[config.mk]
export PLATFORM = sky130hd
export DESIGN_NAME = dmacsr_top
export DESIGN_NICKNAME = d
export VERILOG_FILES = /design/src/rtl/dmacsr_pkg.sv /design/src/rtl/dmacsr_chan_cfg.sv /design/src/rtl/dmacsr_flags.sv /design/src/rtl/dmacsr_rdmux.sv /design/src/rtl/dmacsr_top.sv
export SDC_FILE = /design/constraint.sdc
export NUM_CORES = 1
export LEC_CHECK = 0
export ABC_AREA = 1
export BUFFER_PORTS_ARGS = -buffer_cell sky130_fd_sc_hd__buf_4
export CAP_MARGIN = 20
export CELL_PAD_IN_SITES_DETAIL_PLACEMENT = 0
export CELL_PAD_IN_SITES_GLOBAL_PLACEMENT = 1
export CORE_MARGIN = 3
export CORE_UTILIZATION = 35
export CTS_CLUSTER_DIAMETER = 100
export CTS_CLUSTER_SIZE = 40
export DETAILED_ROUTE_END_ITERATION = 8
export PLACE_DENSITY_LB_ADDON = 0.1
export SYNTH_ARGS = -nofsm -noshare
export SYNTH_HDL_FRONTEND = slang
export SYNTH_SLANG_ARGS = --single-unit
[constraint.sdc]
create_clock -name clk -period 1.42 [get_ports clk]
set_input_delay 0.071 -clock clk [delete_from_list [all_inputs] [get_ports clk]]
set_output_delay 0.071 -clock clk [all_outputs]
set_load 0.02 [all_outputs]
[src/rtl/dmacsr_pkg.sv]
package dmacsr_pkg;

    localparam int MAX_CH    = 12;
    localparam int GROUP_CH  = 8;
    localparam int NIB_W     = 4;
    localparam int FLAG_OFS  = 8;
    localparam int STATE_OFS = 16;

    typedef enum logic [1:0] {
        MODE_OFF    = 2'd0,
        MODE_LINKED = 2'd1,
        MODE_SINGLE = 2'd2,
        MODE_RSVD   = 2'd3
    } xfer_mode_e;

    typedef enum logic [1:0] {
        SEQ_IDLE  = 2'd0,
        SEQ_FETCH = 2'd1,
        SEQ_WAIT  = 2'd2,
        SEQ_MOVE  = 2'd3
    } seq_state_e;

    typedef struct packed {
        logic       to_dev;
        xfer_mode_e mode;
    } chan_cfg_t;

    typedef enum logic [2:0] {
        W_CFG_LO  = 3'd0,
        W_SPARE   = 3'd1,
        W_IEN     = 3'd2,
        W_CFG_HI  = 3'd3,
        W_STAT_LO = 3'd4,
        W_STAT_MID = 3'd5,
        W_STAT_HI = 3'd6,
        W_NONE    = 3'd7
    } word_e;

    function automatic int slot_of(input int ch);
        return (ch < GROUP_CH) ? ch : ch - GROUP_CH;
    endfunction

    function automatic int ien_pos(input int ch);
        return (ch < GROUP_CH) ? ch : ch + FLAG_OFS;
    endfunction

endpackage

[src/rtl/dmacsr_chan_cfg.sv]
module dmacsr_chan_cfg
    import dmacsr_pkg::*;
#(
    parameter int NUM_CH = 12
) (
    input  logic                     clk,
    input  logic                     rst,
    input  logic                     wr_lo,
    input  logic                     wr_hi,
    input  logic                     wr_ien,
    input  logic [31:0]              wdata,
    output chan_cfg_t [NUM_CH-1:0]   cfg_q,
    output logic      [NUM_CH-1:0]   ien_q
);

    logic wdata_unused;
    assign wdata_unused = ^wdata;

    for (genvar n = 0; n < NUM_CH; n++) begin : g_ch
        localparam int BASE = NIB_W * slot_of(n);
        localparam int EPOS = ien_pos(n);
        logic sel;

        if (n >= GROUP_CH) begin : g_hi
            assign sel = wr_hi;
        end else begin : g_lo
            assign sel = wr_lo;
        end

        always_ff @(posedge clk) begin
            if (rst) begin
                cfg_q[n] <= '0;
                ien_q[n] <= 1'b0;
            end else begin
                if (sel)
                    cfg_q[n] <= chan_cfg_t'(wdata[BASE +: 3]);
                if (wr_ien)
                    ien_q[n] <= wdata[EPOS];
            end
        end
    end

endmodule

[src/rtl/dmacsr_flags.sv]
module dmacsr_flags
    import dmacsr_pkg::*;
#(
    parameter int NUM_CH = 12
) (
    input  logic              clk,
    input  logic              rst,
    input  logic              clr_lo,
    input  logic              clr_hi,
    input  logic [31:0]       wdata,
    input  logic [NUM_CH-1:0] ch_done,
    input  logic [NUM_CH-1:0] ch_err,
    output logic [NUM_CH-1:0] done_q,
    output logic [NUM_CH-1:0] err_q
);

    logic wdata_unused;
    assign wdata_unused = ^wdata;

    for (genvar n = 0; n < NUM_CH; n++) begin : g_ch
        localparam int SLOT = slot_of(n);
        logic sel;
        logic kill_done;
        logic kill_err;

        if (n >= GROUP_CH) begin : g_hi
            assign sel = clr_hi;
        end else begin : g_lo
            assign sel = clr_lo;
        end

        assign kill_done = sel && wdata[SLOT];
        assign kill_err  = sel && wdata[SLOT + FLAG_OFS];

        // a set pulse overrides a clear in the same cycle
        always_ff @(posedge clk) begin
            if (rst) begin
                done_q[n] <= 1'b0;
                err_q[n]  <= 1'b0;
            end else begin
                done_q[n] <= ch_done[n] | ch_err[n] | (done_q[n] & ~kill_done);
                err_q[n]  <= ch_err[n] | (err_q[n] & ~kill_err);
            end
        end
    end

endmodule

[src/rtl/dmacsr_rdmux.sv]
module dmacsr_rdmux
    import dmacsr_pkg::*;
#(
    parameter int NUM_CH = 12
) (
    input  word_e                   word,
    input  chan_cfg_t [NUM_CH-1:0]  cfg_q,
    input  logic      [NUM_CH-1:0]  ien_q,
    input  logic      [31:0]        spare_q,
    input  logic      [NUM_CH-1:0]  done_q,
    input  logic      [NUM_CH-1:0]  err_q,
    input  logic      [2*NUM_CH-1:0] ch_state,
    output logic      [31:0]        rdata
);

    localparam int LO_CH = (NUM_CH < GROUP_CH) ? NUM_CH : GROUP_CH;
    localparam int HI_CH = (NUM_CH > GROUP_CH) ? NUM_CH - GROUP_CH : 0;

    always_comb begin
        rdata = '0;
        unique case (word)
            W_CFG_LO: begin
                for (int n = 0; n < LO_CH; n++)
                    rdata[NIB_W*n +: 3] = cfg_q[n];
            end
            W_CFG_HI: begin
                for (int m = 0; m < HI_CH; m++)
                    rdata[NIB_W*m +: 3] = cfg_q[m + GROUP_CH];
            end
            W_SPARE: rdata = spare_q;
            W_IEN: begin
                for (int n = 0; n < NUM_CH; n++)
                    rdata[ien_pos(n)] = ien_q[n];
            end
            W_STAT_LO: begin
                for (int n = 0; n < LO_CH; n++) begin
                    rdata[n]                   = done_q[n];
                    rdata[n + FLAG_OFS]        = err_q[n];
                    rdata[STATE_OFS + 2*n +: 2] = ch_state[2*n +: 2];
                end
            end
            W_STAT_HI: begin
                for (int m = 0; m < HI_CH; m++) begin
                    rdata[m]                   = done_q[m + GROUP_CH];
                    rdata[m + FLAG_OFS]        = err_q[m + GROUP_CH];
                    rdata[STATE_OFS + 2*m +: 2] = ch_state[2*(m + GROUP_CH) +: 2];
                end
            end
            default: rdata = '0;
        endcase
    end

endmodule

[src/rtl/dmacsr_top.sv]
module dmacsr_top
    import dmacsr_pkg::*;
#(
    parameter int NUM_CH = 12,
    parameter int ADDR_W = 5
) (
    input  logic                  clk,
    input  logic                  rst,
    input  logic                  bus_wr,
    input  logic [ADDR_W-1:0]     bus_addr,
    input  logic [31:0]           bus_wdata,
    output logic [31:0]           bus_rdata,
    input  logic [2*NUM_CH-1:0]   ch_state,
    input  logic [NUM_CH-1:0]     ch_done,
    input  logic [NUM_CH-1:0]     ch_err,
    output logic [2*NUM_CH-1:0]   ch_mode,
    output logic [NUM_CH-1:0]     ch_dir,
    output logic                  irq
);

    chan_cfg_t [NUM_CH-1:0] cfg_q;
    logic [NUM_CH-1:0] ien_q;
    logic [NUM_CH-1:0] done_q;
    logic [NUM_CH-1:0] err_q;
    logic [31:0]       spare_q;
    logic              in_range;
    word_e             word;
    logic              addr_unused;

    assign addr_unused = ^bus_addr[1:0];
    assign in_range    = (bus_addr >> 5) == '0;
    assign word        = in_range ? word_e'(bus_addr[4:2]) : W_NONE;

    dmacsr_chan_cfg #(.NUM_CH(NUM_CH)) cfg_i (
        .clk    (clk),
        .rst    (rst),
        .wr_lo  (bus_wr && word == W_CFG_LO),
        .wr_hi  (bus_wr && word == W_CFG_HI),
        .wr_ien (bus_wr && word == W_IEN),
        .wdata  (bus_wdata),
        .cfg_q  (cfg_q),
        .ien_q  (ien_q)
    );

    dmacsr_flags #(.NUM_CH(NUM_CH)) flags_i (
        .clk     (clk),
        .rst     (rst),
        .clr_lo  (bus_wr && word == W_STAT_LO),
        .clr_hi  (bus_wr && word == W_STAT_HI),
        .wdata   (bus_wdata),
        .ch_done (ch_done),
        .ch_err  (ch_err),
        .done_q  (done_q),
        .err_q   (err_q)
    );

    always_ff @(posedge clk) begin
        if (rst)
            spare_q <= '0;
        else if (bus_wr && word == W_SPARE)
            spare_q <= bus_wdata;
    end

    dmacsr_rdmux #(.NUM_CH(NUM_CH)) rdmux_i (
        .word     (word),
        .cfg_q    (cfg_q),
        .ien_q    (ien_q),
        .spare_q  (spare_q),
        .done_q   (done_q),
        .err_q    (err_q),
        .ch_state (ch_state),
        .rdata    (bus_rdata)
    );

    for (genvar n = 0; n < NUM_CH; n++) begin : g_out
        assign ch_mode[2*n +: 2] = cfg_q[n].mode;
        assign ch_dir[n]         = cfg_q[n].to_dev;
    end

    assign irq = |(done_q & ien_q);

endmodule

==> flow_summary.toml <==
[synthesis]
synth_cell_types = 22
synth_nets = 924
synthCells = 836
synth_seq_area_share_pct = 40.03
syn_avg_cell_area_um2 = 6.222
ys_warn_count = 0
netlist_area_um2 = 5201
synth_seq_cells = 104

[power_and_ir_drop]
swShare_pct = 26.72
internal_power_mw = 5.070
p_per_area_nw_per_um2 = 926.4
combPwrFrac_pct = 17.5
p_leak_nw = 3.746
power_switching_mw = 1.849
clkPwrFrac_pct = 37.3
seqPwrFrac_pct = 45.2
ir_drop_mv = 0.5719

[worst_setup_path]
cp_cell_sequence = "nand2_1 -> nand4_1 -> nand3b_1 -> buf_6"
regToRegSetupSlack_ns = 0.75
startpoint = "flags_i.done_q[7]$_SDFF_PP0_"
endpoint_kind = "output pin"
cp.depth = 4
cp.arrival_ns = 1.30
critPathTopFamily = "simple AND/OR/NAND/NOR gates"
r2r-start = "cfg_i.cfg_q[24]$_SDFFE_PP0P_"
r2r_cells = 4
crit_buf_inv = 1
cp-start-kind = "register"
r2r-end = "cfg_i.cfg_q[24]$_SDFFE_PP0P_"
crit_path_end = "irq"
worstPathRequired_ns = 1.35
crit_fanout = 3
max_stage_delay_ns = 0.33
slowest_stage = "dfxtp_2"
critical_path_class = "register to output pin"

[placement]
place.gp.congestion = 0.7580
placed_cells = 1157
dp_hpwl_um = 12240
numPortBuffers = 154
pre_cts_slack_ns = 0.1250

[cts]
path_clk_slew_ns = 0.07
cts_tree = "yes"
clock_latency_ns = 0.35
cts.sinks = 104
cts_buffers = 9
clockBufferDepth = 2
root_buffer = "clkbuf_16"
cts_setup_buffers = 0
cts_max_level = 3

[global_route]
grt_max_degree = 55
grt_overflow = 0
antenna_found_initial = 0
grt_pass1_vias = 5386
grt_pass1_wl_um = 28700
grt_util_all_layers_pct = 22.29

[sta]
slew_headroom_pct = 73.97
clock_skew_ns = 0
final.min_clock_period_ns = 1.374
fin_ws_ns = 0.04572
tightestPinTransition_ns = 0.3900
finalCritPeriodShare_pct = 96.78
fmax_ghz = 0.7277
rsz0062_at_grt = "false"
finalSetupTns_ns = 0
maxSlewViolCount = 0
setup_violations = 0
hold_viol = 0

[cells_and_area]
drive_gt1_share_pct = 20.83
final_cells = 1222
seq_area_um2 = 2085
syn_to_final_growth_pct = 43.59
diodes = 0
final_nets = 1125
fillerInstances = 1550
final_util_pct = 52.58
multi_input_area_um2 = 2541

[run]
drv_cap = 0

[route]
ant_nets = 0
avgRoutedWirePerCell_um = 14.56
avgViaCountPerCell = 4.614
drt_iter0_drc = 241
drt-total-wl_um = 17790
num_vias = 5638
drc = 0
drtPass1Iterations = 5

[die]
start_util_pct = 36.62
fp.dieArea_um2 = 16360
fp.dieH_um = 127.9
rows = 43
core_area_um2 = 14200
die_w_um = 127.9
pin_count = 157

[min_path]
min_path_type = "input port to register"
whs_path_depth = 3

[run_status]
run_status = "finished clean"
-- worst min path at each step --
stage	end	start
floorplan	flags_i.err_q[0]$_SDFF_PP0_	ch_err[0]
global placement	flags_i.err_q[7]$_SDFF_PP0_	ch_err[7]
detailed placement	flags_i.err_q[1]$_SDFF_PP0_	ch_err[1]
CTS	spare_q[27]$_SDFFE_PP0P_	bus_wdata[27]
global route	flags_i.err_q[10]$_SDFF_PP0_	ch_err[10]
finish	flags_i.err_q[10]$_SDFF_PP0_	ch_err[10]
-- cell type report --
type                    instances  area share, %
well taps                     180          3.016
clock buffers                  13          3.485
clock inverters                 3         0.5361
multi-input cells             599          34.03
flip-flops and latches        104          27.91
repair buffers                234          26.55
inverters                      89          4.473
-- cells in the mapped netlist --
master,count,area share (%)
a21oi_1,28,2.7
a22o_1,3,0.51
buf_1,7,0.51
buf_2,15,1.4
buf_4,5,0.72
buf_6,7,1.5
clkbuf_1,10,0.72
clkinv_1,1,0.072
dfxtp_1,104,40
inv_1,84,6.1
inv_2,4,0.29
nand2_1,285,21
nand2_4,2,0.43
nand3_1,25,2.4
nand3b_1,1,0.14
nand4_1,33,4.0
nor2_1,188,14
nor2_2,1,0.12
nor2_4,4,0.87
nor2_8,2,0.77
nor3_1,2,0.19
o21ai_0,25,2.4
-- kinds of logic (layout without fill, tap and decap cells) --
kind of cell / after synthesis / after routing / share of synthesized area [%]
compound gates: 56 / 56 / 5.605
buf+inv: 133 / 339 / 11.33
simple gates: 543 / 543 / 43.04
flops: 104 / 104 / 40.03
-- placed cells by master, fill, tap and decap left out, drive strengths merged --
master / n
dfxtp: 104
buf: 185
bufinv: 1
a21oi: 28
inv: 88
nand2: 287
clkbuf: 13
nor3: 2
clkinv: 3
nand3: 25
a22o: 3
nor2: 195
o21ai: 25
nand4: 33
nand3b: 1
dlygate4sd3: 49
-- timing repair --
item / in CTS / in global routing
gates resized for setup: 0 / 5
endpoints found under the setup margin: 0 / 1
hold endpoints to repair: 47 / 0
hold buffers: 49 / 0
-- power by group through the flow --
stage	sequential [mW]	clock (mW)	combinational [mW]
detailed placement	3.19	0	1.10
global placement	3.19	0	1.10
global route	3.15	2.75	1.33
CTS	3.13	2.65	1.21
finish	3.13	2.58	1.21
floorplan	3.22	0	0.528
-- state kept, by name, indices dropped and copies added (netlist names) --
signal and cells:
cfg_i.cfg_q 36, cfg_i.ien_q 12, flags_i.done_q 12, flags_i.err_q 12
spare_q 32
-- metrics by stage --
stage               area [um2]  power (mW)  hold slack [ns]
floorplan                 5201       3.744           0.1884
global placement          6665       4.290           0.2911
detailed placement        6665       4.293           0.2953
CTS                       7456       6.983         0.004976
global route              7468       7.234          0.01076
finish                    7468       6.919         0.008190
-- metal layers --
metal / global-route usage (%) / up-vias / wire (um)
met1: 29.87 / 2529 / 8205
met2: 37.09 / 142 / 8392
met3: 3.417 / 15 / 955
li1: - / 2952 / -
met5: 0 / - / 0
met4: 6.679 / 0 / 240
-- worst register-to-register path, cell delays in order (launching register included) --
cell	delay, ns
dfxtp_1	0.39
inv_1	0.06
nand2_1	0.06
inv_1	0.04
nor2_1	0.07
(Power assumes the default switching activity.)
